$ cat src/rtl/agp_rt_pkg.sv
package agp_rt_pkg;

    localparam logic [3:0] CMD_RD_LO  = 4'b0000;
    localparam logic [3:0] CMD_RD_HI  = 4'b0001;
    localparam logic [3:0] CMD_WR_LO  = 4'b0100;
    localparam logic [3:0] CMD_WR_HI  = 4'b0101;
    localparam logic [3:0] CMD_LRD_LO = 4'b1000;
    localparam logic [3:0] CMD_LRD_HI = 4'b1001;
    localparam logic [3:0] CMD_FLUSH  = 4'b1010;
    localparam logic [3:0] CMD_FENCE  = 4'b1100;

    typedef enum logic [1:0] {
        ACT_DROP,
        ACT_QLO,
        ACT_QHI,
        ACT_LOCAL
    } act_e;

    typedef struct packed {
        logic write;
        logic hipri;
        logic fence;
        logic nosnoop;
    } flags_t;

    localparam int FLAG_W = $bits(flags_t);

endpackage

$ cat src/rtl/agp_cmd_decode.sv
module agp_cmd_decode
    import agp_rt_pkg::*;
#(
    parameter int AW = 32,
    parameter int BW = 8
) (
    input  logic [3:0]    cmd,
    input  logic [AW-1:0] addr,
    input  logic [AW-1:0] ap_base,
    input  logic [AW-1:0] ap_limit,
    input  logic [BW-1:0] be_in,
    output act_e          act,
    output flags_t        flg,
    output logic [BW-1:0] be_out,
    output logic          loc_hi,
    output logic          loc_one
);

    logic in_mem;
    assign in_mem = (addr >= ap_base) && (addr <= ap_limit);

    always_comb begin
        act     = ACT_DROP;
        flg     = '0;
        be_out  = be_in;
        loc_hi  = 1'b0;
        loc_one = 1'b0;
        case (cmd)
            CMD_RD_LO, CMD_LRD_LO: begin
                if (in_mem) begin
                    act         = ACT_QLO;
                    flg.nosnoop = 1'b1;
                end else begin
                    act = ACT_LOCAL;
                end
            end
            CMD_RD_HI, CMD_LRD_HI: begin
                if (in_mem) begin
                    act         = ACT_QHI;
                    flg.hipri   = 1'b1;
                    flg.nosnoop = 1'b1;
                end else begin
                    act    = ACT_LOCAL;
                    loc_hi = 1'b1;
                end
            end
            CMD_WR_LO, CMD_WR_HI: begin
                act         = (cmd == CMD_WR_HI) ? ACT_QHI : ACT_QLO;
                flg.write   = 1'b1;
                flg.hipri   = (cmd == CMD_WR_HI);
                flg.nosnoop = 1'b1;
                if (!in_mem) be_out = '0;
            end
            CMD_FLUSH: begin
                act     = ACT_LOCAL;
                loc_one = 1'b1;
            end
            CMD_FENCE: begin
                act       = ACT_QLO;
                flg.fence = 1'b1;
            end
            default: act = ACT_DROP;
        endcase
    end

endmodule

$ cat src/rtl/agp_req_fifo.sv
module agp_req_fifo #(
    parameter int W     = 16,
    parameter int DEPTH = 8
) (
    input  logic         clk,
    input  logic         rst_n,
    input  logic         push,
    input  logic [W-1:0] din,
    input  logic         pop,
    output logic [W-1:0] dout,
    output logic         full,
    output logic         empty
);

    localparam int PW = (DEPTH > 1) ? $clog2(DEPTH) : 1;
    localparam int CW = $clog2(DEPTH + 1);
    localparam logic [PW-1:0] LASTP = PW'(DEPTH - 1);

    logic [W-1:0]  store [DEPTH];
    logic [PW-1:0] wr_ptr, rd_ptr;
    logic [CW-1:0] cnt;

    assign full  = (cnt == CW'(DEPTH));
    assign empty = (cnt == '0);
    assign dout  = store[rd_ptr];

    always_ff @(posedge clk) begin
        if (!rst_n) begin
            wr_ptr <= '0;
            rd_ptr <= '0;
            cnt    <= '0;
        end else begin
            if (push) wr_ptr <= (wr_ptr == LASTP) ? '0 : wr_ptr + 1'b1;
            if (pop)  rd_ptr <= (rd_ptr == LASTP) ? '0 : rd_ptr + 1'b1;
            if (push && !pop)      cnt <= cnt + 1'b1;
            else if (pop && !push) cnt <= cnt - 1'b1;
        end
    end

    always_ff @(posedge clk) begin
        if (push) store[wr_ptr] <= din;
    end


    no_overflow_chk: assert property (@(posedge clk) disable iff (!rst_n)
        push |-> !full);


    no_underflow_chk: assert property (@(posedge clk) disable iff (!rst_n)
        pop |-> !empty);

endmodule

$ cat src/rtl/agp_mem_issue.sv
module agp_mem_issue #(
    parameter int W = 16
) (
    input  logic         clk,
    input  logic         rst_n,
    input  logic         lo_empty,
    input  logic [W-1:0] lo_dout,
    input  logic         hi_empty,
    input  logic [W-1:0] hi_dout,
    input  logic         mem_ready,
    output logic         lo_pop,
    output logic         hi_pop,
    output logic         mem_valid,
    output logic [W-1:0] held
);

    typedef enum logic {IS_EMPTY, IS_HOLD} is_state_e;

    is_state_e state, state_n;
    logic      load, avail;

    assign avail = !lo_empty || !hi_empty;

    always_comb begin
        state_n = state;
        load    = 1'b0;
        unique case (state)
            IS_EMPTY: begin
                load = 1'b1;
                if (avail) state_n = IS_HOLD;
            end
            IS_HOLD: begin
                if (mem_ready) begin
                    load    = 1'b1;
                    state_n = avail ? IS_HOLD : IS_EMPTY;
                end
            end
        endcase
    end

    always_ff @(posedge clk) begin
        if (!rst_n) state <= IS_EMPTY;
        else        state <= state_n;
    end

    always_comb begin
        hi_pop    = load && !hi_empty;
        lo_pop    = load && hi_empty && !lo_empty;
        mem_valid = (state == IS_HOLD);
    end

    always_ff @(posedge clk) begin
        if (!rst_n)      held <= '0;
        else if (hi_pop) held <= hi_dout;
        else if (lo_pop) held <= lo_dout;
    end


    hold_stable_chk: assert property (@(posedge clk) disable iff (!rst_n)
        mem_valid && !mem_ready |=> mem_valid && $stable(held));


    pick_high_chk: assert property (@(posedge clk) disable iff (!rst_n)
        lo_pop |-> hi_empty);

endmodule

$ cat src/rtl/agp_local_cpl.sv
module agp_local_cpl #(
    parameter int          LW   = 3,
    parameter int          DW   = 64,
    parameter logic [DW-1:0] FILL = '1
) (
    input  logic          clk,
    input  logic          rst_n,
    input  logic          start,
    input  logic [LW-1:0] start_len,
    input  logic          start_hi,
    input  logic          start_one,
    output logic          idle,
    output logic          ret_valid,
    output logic          ret_hipri,
    output logic          ret_last,
    output logic [DW-1:0] ret_data
);

    typedef enum logic {LC_IDLE, LC_STREAM} lc_state_e;

    lc_state_e     state, state_n;
    logic [LW-1:0] cnt;
    logic          hi_q;

    always_comb begin
        state_n = state;
        unique case (state)
            LC_IDLE:   if (start) state_n = LC_STREAM;
            LC_STREAM: if (cnt == '0) state_n = LC_IDLE;
        endcase
    end

    always_ff @(posedge clk) begin
        if (!rst_n) state <= LC_IDLE;
        else        state <= state_n;
    end

    always_ff @(posedge clk) begin
        if (!rst_n) begin
            cnt  <= '0;
            hi_q <= 1'b0;
        end else if (state == LC_IDLE && start) begin
            cnt  <= start_one ? '0 : start_len;
            hi_q <= start_hi;
        end else if (state == LC_STREAM && cnt != '0) begin
            cnt <= cnt - 1'b1;
        end
    end

    always_comb begin
        idle      = (state == LC_IDLE);
        ret_valid = (state == LC_STREAM);
        ret_hipri = ret_valid && hi_q;
        ret_last  = ret_valid && (cnt == '0);
        ret_data  = ret_valid ? FILL : '0;
    end


    gap_after_last_chk: assert property (@(posedge clk) disable iff (!rst_n)
        ret_last |=> !ret_valid);


    prio_steady_chk: assert property (@(posedge clk) disable iff (!rst_n)
        ret_valid && !ret_last |=> ret_valid && $stable(ret_hipri));

endmodule

$ cat src/rtl/agp_req_router.sv
module agp_req_router
    import agp_rt_pkg::*;
#(
    parameter int AW    = 32,
    parameter int LW    = 3,
    parameter int BW    = 8,
    parameter int DW    = 64,
    parameter int DEPTH = 8
) (
    input  logic          clk,
    input  logic          rst_n,
    input  logic [AW-1:0] ap_base,
    input  logic [AW-1:0] ap_limit,
    input  logic          req_valid,
    output logic          req_ready,
    input  logic [3:0]    req_cmd,
    input  logic [AW-1:0] req_addr,
    input  logic [LW-1:0] req_len,
    input  logic [BW-1:0] req_be,
    output logic          mem_valid,
    input  logic          mem_ready,
    output logic          mem_write,
    output logic          mem_hipri,
    output logic          mem_fence,
    output logic          mem_nosnoop,
    output logic [AW-1:0] mem_addr,
    output logic [LW-1:0] mem_len,
    output logic [BW-1:0] mem_be,
    output logic          ret_valid,
    output logic          ret_hipri,
    output logic          ret_last,
    output logic [DW-1:0] ret_data
);

    localparam int EW = FLAG_W + AW + LW + BW;

    act_e          act;
    flags_t        flg, mflg;
    logic [BW-1:0] be_dec;
    logic          loc_hi, loc_one;
    logic          accept, lo_push, hi_push, lc_start, lc_idle;
    logic          lo_full, lo_empty, hi_full, hi_empty, lo_pop, hi_pop;
    logic [EW-1:0] entry, lo_dout, hi_dout, held;
    logic          is_rsvd;

    agp_cmd_decode #(.AW(AW), .BW(BW)) u_dec (
        .cmd(req_cmd), .addr(req_addr), .ap_base(ap_base), .ap_limit(ap_limit),
        .be_in(req_be), .act(act), .flg(flg), .be_out(be_dec),
        .loc_hi(loc_hi), .loc_one(loc_one)
    );

    always_comb begin
        unique case (act)
            ACT_DROP:  req_ready = 1'b1;
            ACT_QLO:   req_ready = !lo_full;
            ACT_QHI:   req_ready = !hi_full;
            ACT_LOCAL: req_ready = lc_idle;
        endcase
    end

    assign accept   = req_valid && req_ready;
    assign lo_push  = accept && (act == ACT_QLO);
    assign hi_push  = accept && (act == ACT_QHI);
    assign lc_start = accept && (act == ACT_LOCAL);
    assign entry    = {flg, req_addr, req_len, be_dec};

    agp_req_fifo #(.W(EW), .DEPTH(DEPTH)) u_qlo (
        .clk(clk), .rst_n(rst_n), .push(lo_push), .din(entry), .pop(lo_pop),
        .dout(lo_dout), .full(lo_full), .empty(lo_empty)
    );

    agp_req_fifo #(.W(EW), .DEPTH(DEPTH)) u_qhi (
        .clk(clk), .rst_n(rst_n), .push(hi_push), .din(entry), .pop(hi_pop),
        .dout(hi_dout), .full(hi_full), .empty(hi_empty)
    );

    agp_mem_issue #(.W(EW)) u_issue (
        .clk(clk), .rst_n(rst_n), .lo_empty(lo_empty), .lo_dout(lo_dout),
        .hi_empty(hi_empty), .hi_dout(hi_dout), .mem_ready(mem_ready),
        .lo_pop(lo_pop), .hi_pop(hi_pop), .mem_valid(mem_valid), .held(held)
    );

    assign {mflg, mem_addr, mem_len, mem_be} = held;
    assign mem_write   = mflg.write;
    assign mem_hipri   = mflg.hipri;
    assign mem_fence   = mflg.fence;
    assign mem_nosnoop = mflg.nosnoop;

    agp_local_cpl #(.LW(LW), .DW(DW), .FILL('1)) u_lcpl (
        .clk(clk), .rst_n(rst_n), .start(lc_start), .start_len(req_len),
        .start_hi(loc_hi), .start_one(loc_one), .idle(lc_idle),
        .ret_valid(ret_valid), .ret_hipri(ret_hipri), .ret_last(ret_last),
        .ret_data(ret_data)
    );

    assign is_rsvd = !(req_cmd inside {CMD_RD_LO, CMD_RD_HI, CMD_WR_LO, CMD_WR_HI,
                                       CMD_LRD_LO, CMD_LRD_HI, CMD_FLUSH, CMD_FENCE});


    reserved_drop_chk: assert property (@(posedge clk) disable iff (!rst_n)
        req_valid && is_rsvd |-> req_ready && !lo_push && !hi_push && !lc_start);


    fence_low_chk: assert property (@(posedge clk) disable iff (!rst_n)
        mem_valid && mem_fence |-> !mem_hipri && !mem_write);


    nosnoop_chk: assert property (@(posedge clk) disable iff (!rst_n)
        mem_valid |-> (mem_nosnoop != mem_fence));

endmodule

$ cat config.mk
export PLATFORM = sky130hd
export DESIGN_NAME = agp_req_router
export DESIGN_NICKNAME = d
export VERILOG_FILES = /design/src/rtl/agp_rt_pkg.sv /design/src/rtl/agp_cmd_decode.sv /design/src/rtl/agp_req_fifo.sv /design/src/rtl/agp_mem_issue.sv /design/src/rtl/agp_local_cpl.sv /design/src/rtl/agp_req_router.sv
export SDC_FILE = /design/constraint.sdc
export NUM_CORES = 1
export LEC_CHECK = 0
export CAP_MARGIN = 10
export CORE_MARGIN = 2
export CORE_UTILIZATION = 45
export DETAILED_ROUTE_END_ITERATION = 6
export HOLD_SLACK_MARGIN = 0.12
export PLACE_DENSITY_LB_ADDON = 0.15
export SKIP_LAST_GASP = 1
export SYNTH_ARGS = -nofsm -noshare
export SYNTH_HDL_FRONTEND = slang
export SYNTH_SLANG_ARGS = --single-unit
export TNS_END_PERCENT = 50
$ cat constraint.sdc
create_clock -name clk -period 9.7 [get_ports clk]
set_input_delay 2.91 -clock clk [delete_from_list [all_inputs] [get_ports clk]]
set_output_delay 2.91 -clock clk [all_outputs]
set_load 0.01 [all_outputs]
==> results of run 1 <==
[power groups by stage]
stage               sequential, W  clock (W)  combinational [W]
floorplan                 0.00418          0            0.00113
global placement          0.00427          0            0.00166
detailed placement        0.00428          0            0.00169
CTS                       0.00420    0.00334            0.00170
global route              0.00421    0.00347            0.00182
finish                    0.00420    0.00327            0.00167
[worst max-delay path: cells and delay by family]
| kind | cells | cell delay (ns) |
|---|---|---|
| compound gates | 5 | 1.62 |
| fa+ha+maj | 1 | 0.27 |
| buf+inv | 3 | 1.12 |
| simple gates | 3 | 0.53 |
[cell usage after synthesis (3+ instances only)]
master    instances  area (um2)
edfxtp_1        752       22600
mux4_2          188        4230
nand2_1         138         518
mux2i_1         106        1060
ha_1             80        1000
dfxtp_1          79        1580
inv_1            73         274
buf_4            65         488
clkbuf_1         61         229
o21ai_0          59         295
o211a_1          47         470
a21oi_1          27         135
and2_1           17         106
nor2_1           16        60.1
buf_2            14        70.1
buf_1            11        41.3
nor3_1           10        50.1
nand4_1           9        56.3
nor2b_1           9        56.3
nand3_1           7        35.0
xnor2_1           7        61.3
a21boi_0          6        45.0
a21o_1            5        37.5
and4_1            4        35.0
nand2b_1          4        25.0
nand3b_1          4        30.0
or3_1             4        25.0
a221oi_1          3        26.3
and4b_1           3        30.0
nor3b_1           3        22.5
nor4_1            3        18.8
o21ai_1           3        15.0
[layout make-up]
| cell class | instances | area, um2 | area share |
|---|---|---|---|
| clock buffers | 114 | 2390 | 0.0593 |
| clock inverters | 45 | 423 | 0.0105 |
| inverters | 73 | 274 | 0.00679 |
| multi-input cells | 799 | 8920 | 0.221 |
| flip-flops and latches | 831 | 24200 | 0.599 |
| well taps | 969 | 1210 | 0.0300 |
| repair buffers | 304 | 2970 | 0.0735 |
[how the worst max path moves through the flow]
stage	from	endpoint	slack [ns]
floorplan	ap_limit[1]	u_qhi.store[2][0]$_DFFE_PP_	-0.23
CTS	req_addr[17]	req_ready	0.34
detailed placement	req_addr[17]	req_ready	0.35
global route	req_addr[0]	req_ready	0.20
finish	req_addr[0]	req_ready	0.32
global placement	req_addr[17]	req_ready	0.35
[flip-flops by register name (all words and copies together) (netlist names), named ones only]
register,cells
u_issue.held,47
u_issue.mem_valid,1
u_lcpl.cnt,3
u_lcpl.hi_q,1
u_lcpl.ret_valid,1
u_qhi.cnt,4
u_qhi.rd_ptr,3
u_qhi.store,376
u_qhi.wr_ptr,3
u_qlo.cnt,4
u_qlo.rd_ptr,3
u_qlo.store,376
u_qlo.wr_ptr,3
[cells by family (layout without fill, tap and decap cells)]
group | after synthesis | in the layout | share of synthesized area
multiplexers | 294 | 294 | 0.155
adder cells (fa/ha/maj) | 82 | 82 | 0.0305
XOR/XNOR | 7 | 7 | 0.00180
AO/OA/AOI/OAI | 172 | 172 | 0.0358
flip-flops | 831 | 831 | 0.709
buffers and inverters | 226 | 536 | 0.0330
AND/OR/NAND/NOR | 244 | 244 | 0.0350
[per-layer routing]
layer | GRT usage | vias up | wire length, um | part of all wire
met3 | 0.0363 | 111 | 4870 | 0.059
met2 | 0.357 | 569 | 41000 | 0.50
met4 | 0.0644 | 0 | 1900 | 0.023
met5 | 0 | - | 0 | 0
li1 | - | 7791 | - | -
met1 | 0.284 | 9455 | 34500 | 0.42
[per-stage QoR]
stage / setup WS, ns / cells / instance area [um2] / hold slack [ns] / total power [W]
2_1_floorplan: -0.226 / 1856 / 34100 / 0.441 / 0.00531
3_3_place_gp: 0.353 / 2976 / 37600 / 0.470 / 0.00594
3_5_place_dp: 0.345 / 2976 / 37600 / 0.482 / 0.00597
4_1_cts: 0.341 / 3135 / 40400 / 0.497 / 0.00924
5_1_grt: 0.201 / 3135 / 40400 / 0.503 / 0.00950
6_report: 0.320 / 3135 / 40400 / 0.489 / 0.00913
==> run metrics, run 1 <==
status=finished, final reports clean; Avg Inst Size Synth=roughly 18 um2; RR Startpoint=u_qlo.cnt[0]$_SDFFE_PN0P_; unrepaired setup endpoints after global routing=no; register area share after synthesis=0.709; most used flip-flop cell after synthesis=edfxtp_1; Final #Nets=roughly 2300; hold wc startpoint=u_lcpl.hi_q$_SDFFE_PN0N_; # setup viols final=0; worst skew pair latency=roughly 0.63 ns; CTS H-tree depth=3; gr ovfl total=0; Starting Density=0.456; share of cells above drive strength 1=0.194; die area=a little under 80000 um2; CTS Buffer Depth=3; Synth Register Bits=831; post-CTS setup repair buffer count=0; critical path's slowest cell=a31oi_2; Peak supply drop=between 100 and 150 uV; most frequent cells in the layout=752 x edfxtp_1, 229 x clkdlybuf4s50_1, 188 x mux4_2; Yosys warnings=0; clk slew on worst S/H paths=around 0.060 ns; Initial DRT Pass Iterations=5; max-slew violation count=0; Combinational Power Share=0.182; Pleak=13.6 nW; Min-Delay Path Class=reg2reg; Slew @ Worst Pin=roughly 1.1 ns; CTS tree=built; Clock Sinks=831; Post-synth EDFFs=approximately 750; drt total wl=between 80 and 90 mm; critical-path cell list=clkdlybuf4s50_1 > inv_1 > ha_1 > nand2b_1 > a2111o_1 > a32oi_1 > o211ai_1 > a31oi_2 > nor2_1 > nor3b_1 > o22ai_1 > clkdlybuf4s50_1; pin count of the biggest net entering global routing=71; Reg2Reg Setup Slack=approximately 6 ns; # DRC=0; WHS Endpoint=u_lcpl.hi_q$_SDFFE_PN0N_; Syn Nets=between 2000 and 2500; Seq pwr share=0.459; Synth async-reset ratio=0; worst path required time=6.79 ns; Clock Skew=between 0.015 and 0.02 ns; Core Region=about 75000 um2; Worst Setup Start Kind=input port; antenna diode count=0; Die W=279 um; DRT iter0 DRCs=1575; Site Rows=100; Final GP Congestion=0.752; CP peak stage delay=0.58 ns; Die Y=between 200 and 300 um; setup TNS=0 ns; synthesized netlist cell count=around 1900; internal power=about 0.0068 W; Sw Pwr=roughly 0.0024 W; Final Hold Fails=0; hold_buf cts=0; maximum clock rate=0.107 GHz; I/O pins=231; fin util=0.540; reg2reg path depth=13; clock group share of total power=0.358; DP HPWL=about 45 mm; Critical Path End Type=primary output; total vias in the final route=about 18000; initial antenna violation count=0; total CTS buffers=86; Clock Tree Root=clkbuf_16; IO buf count=230; cts repair resizes=0; Area growth syn-to-layout=18.4%; Global Route Usage Sum=0.212; critical path's most frequent cell=clkdlybuf4s50_1; wire length per cell=~26 um; vias in the first global route=18300; Fillers=~5700; post-layout minimum cycle time=approximately 9.4 ns; worst r2r dst=u_qhi.cnt[3]$_SDFFE_PN0P_; fin crit share=0.967; WS Path Type=in2out; Worst slew margin=0.291; switch share=0.258; count of cell types in the netlist=60; Synth Cell Area=34100 um2; vias per cell=between 5 and 6; first-pass GRT wire length=~120 mm; maximum fanout along the worst path=4; Hold Path Stages=1; post-route ant nets=0; pwr/cell area=226 nW/um2; Arr. time, crit path=6.47 ns; maximum capacitance violations=0; most common cell after layout, fill and taps aside=edfxtp_1
Power figures use the tool's default switching activity.
==> run 2: changes to the inputs <==
Settings changed: GPL_ROUTABILITY_DRIVEN from default to 0.
==> results of run 2 <==
No change in the layout: final DEF, timing and power equal those of run 1.
==> run 3: changes to the inputs <==
Settings changed: CTS_CLUSTER_DIAMETER from default to 80.
==> run metrics, run 3 (synthesis results as in run 1) <==
vias in the first global route=18300 (+0.071%); die area=78000 um2 (unchanged); most frequent cells in the layout=752 x edfxtp_1, 229 x clkdlybuf4s50_1, 188 x mux4_2; Core Region=74700 um2 (unchanged); status=finished, final reports clean; fin crit share=0.968 (+0.00105); Largest regs=u_qhi.store (376), u_qlo.store (376), u_issue.held (47); max-slew violation count=0 (unchanged); Die Y=279 um (unchanged); family with the most delay on the worst path=buffers and inverters; Global Route Usage Sum=0.212 (about the same); wire length per cell=26.3 um (about the same); worst path required time=6.79 ns (about the same); clk slew on worst S/H paths=0.06 ns (about the same); WP buf/inv=4 (+1); Final #Nets=2292 (unchanged); I/O pins=231 (unchanged); Setup crit start=req_addr[17]; post-CTS setup repair buffer count=0 (unchanged); Pleak=13.6 nW (about the same); DP HPWL=45.2 mm (unchanged); gr ovfl total=0 (unchanged); critical path's slowest cell=clkdlybuf4s50_1; maximum fanout along the worst path=4 (unchanged); Combinational Power Share=0.182 (about the same); Final Hold Fails=0 (unchanged); worst skew pair latency=0.63 ns (about the same); CP peak stage delay=0.63 ns (+0.05 ns); antenna diode count=0 (unchanged); cts repair resizes=0 (unchanged); pwr/cell area=226 nW/um2 (about the same); DRT iter0 DRCs=1507 (-4.3%); Worst Setup Start Kind=input port; clock group share of total power=0.359 (about the same); share of cells above drive strength 1=0.195 (+0.000552); Initial DRT Pass Iterations=5 (unchanged); fin area=40400 um2 (about the same); CTS tree=built; initial antenna violation count=0 (unchanged); internal power=0.00679 W (+0.12%); Clock Sinks=831 (unchanged); overall power=0.00914 W (+0.11%); CTS H-tree depth=3 (unchanged); Arr. time, crit path=6.48 ns (about the same); Die W=279 um (unchanged); Area growth syn-to-layout=18.4% (about the same); maximum capacitance violations=0 (unchanged); # DRC=0 (unchanged); total CTS buffers=86 (unchanged); total vias in the final route=17900 (-0.11%); WS Path Type=in2out; IO buf count=230 (unchanged); post-layout minimum cycle time=9.39 ns (+0.0101 ns); post-route ant nets=0 (unchanged); Peak supply drop=142 uV (-2.0%); Min-Delay Path Class=reg2reg; pin count of the biggest net entering global routing=71 (unchanged); Worst slew margin=0.285 (-0.00662); CTS Buffer Depth=3 (unchanged); Clock Skew=0.0204 ns (+0.000757 ns); Slew @ Worst Pin=1.07 ns (+0.00993 ns); # setup viols final=0 (unchanged); Starting Density=0.456 (unchanged); switch share=0.258 (about the same); first-pass GRT wire length=120 mm (+0.11%); hold_buf cts=0 (unchanged); Sw Pwr=0.00236 W (about the same); unrepaired setup endpoints after global routing=no; RR Startpoint=u_qlo.cnt[0]$_SDFFE_PN0P_; vias per cell=5.71 (about the same); critical-path cell list=clkdlybuf4s50_1 > ha_1 > a21oi_1 > o21ai_0 > buf_4 > a221oi_1 > buf_4 > or4_1 > o211ai_2 > nor2_1 > nor3b_1 > o22ai_1 > clkdlybuf4s50_1; maximum clock rate=0.106 GHz (-0.11%); Seq pwr share=0.459 (about the same); Clock Tree Root=clkbuf_16; Site Rows=100 (unchanged); most common cell after layout, fill and taps aside=edfxtp_1; setup TNS=0 ns (unchanged); hold wc startpoint=u_lcpl.hi_q$_SDFFE_PN0N_; dpl cell area=37600 um2 (unchanged); Critical Path End Type=primary output; drt total wl=82.3 mm (about the same)
[run 3: area by class of cell]
| class | instances | area, um2 |
|---|---|---|
| clock inverter | 43 | 417 |
| tap | 969 | 1210 |
| clock buffer | 115 | 2410 |
| multi-input combinational | 799 | 8920 |
| timing repair buffer | 304 | 2970 |
| sequential | 831 | 24200 |
| inverter | 73 | 274 |
| fill | 5736 | 34300 |
[run 3: worst reg2reg max path, delay by kind of cell (launching register included)]
kind | cells | cell delay (ns)
xor gates and xnor gates | 1 | 0.09
adders and majority gates | 2 | 0.50
and+or+nand+nor | 3 | 1.39
AOI/OAI and AO/OA | 5 | 1.09
DFF | 1 | 0.35
buffers and inverters | 2 | 0.24
[run 3: metal layers]
layer	vias to the layer above	global-route usage	wire length, um
met2	603	0.357	41100
met1	9404	0.284	34300
met3	107	0.0366	5140
met5	-	0	0
met4	0	0.0637	1810
li1	7792	-	-
[run 3: power groups by stage]
stage	sequential (W)	combinational, W	clock (W)
after floorplan	0.00418	0.00113	0
after global placement	0.00427	0.00166	0
after detailed placement	0.00428	0.00169	0
after CTS	0.00420	0.00170	0.00334
after global routing	0.00421	0.00182	0.00348
final	0.00419	0.00166	0.00328
[run 3: final timing paths]
kind / to / slack (ns) / cells past startpoint
hold / removal: u_lcpl.hi_q$_SDFFE_PN0N_ / 0.49 / 1
setup / recovery: req_ready / 0.31 / 13
hold reg to reg: u_lcpl.hi_q$_SDFFE_PN0N_ / 0.49 / 1
setup reg to reg: u_qhi.cnt[3]$_SDFFE_PN0P_ / 5.96 / 13
[run 3: per-stage QoR]
step           hold slack (ns)  worst slack (ns)  instances  utilization
2_1_floorplan            0.441            -0.226       1856            -
3_3_place_gp             0.470             0.353       2976        0.503
3_5_place_dp             0.482             0.345       2976        0.503
4_1_cts                  0.496             0.341       3134        0.541
5_1_grt                  0.504             0.201       3134        0.541
6_report                 0.489             0.310       3134        0.541
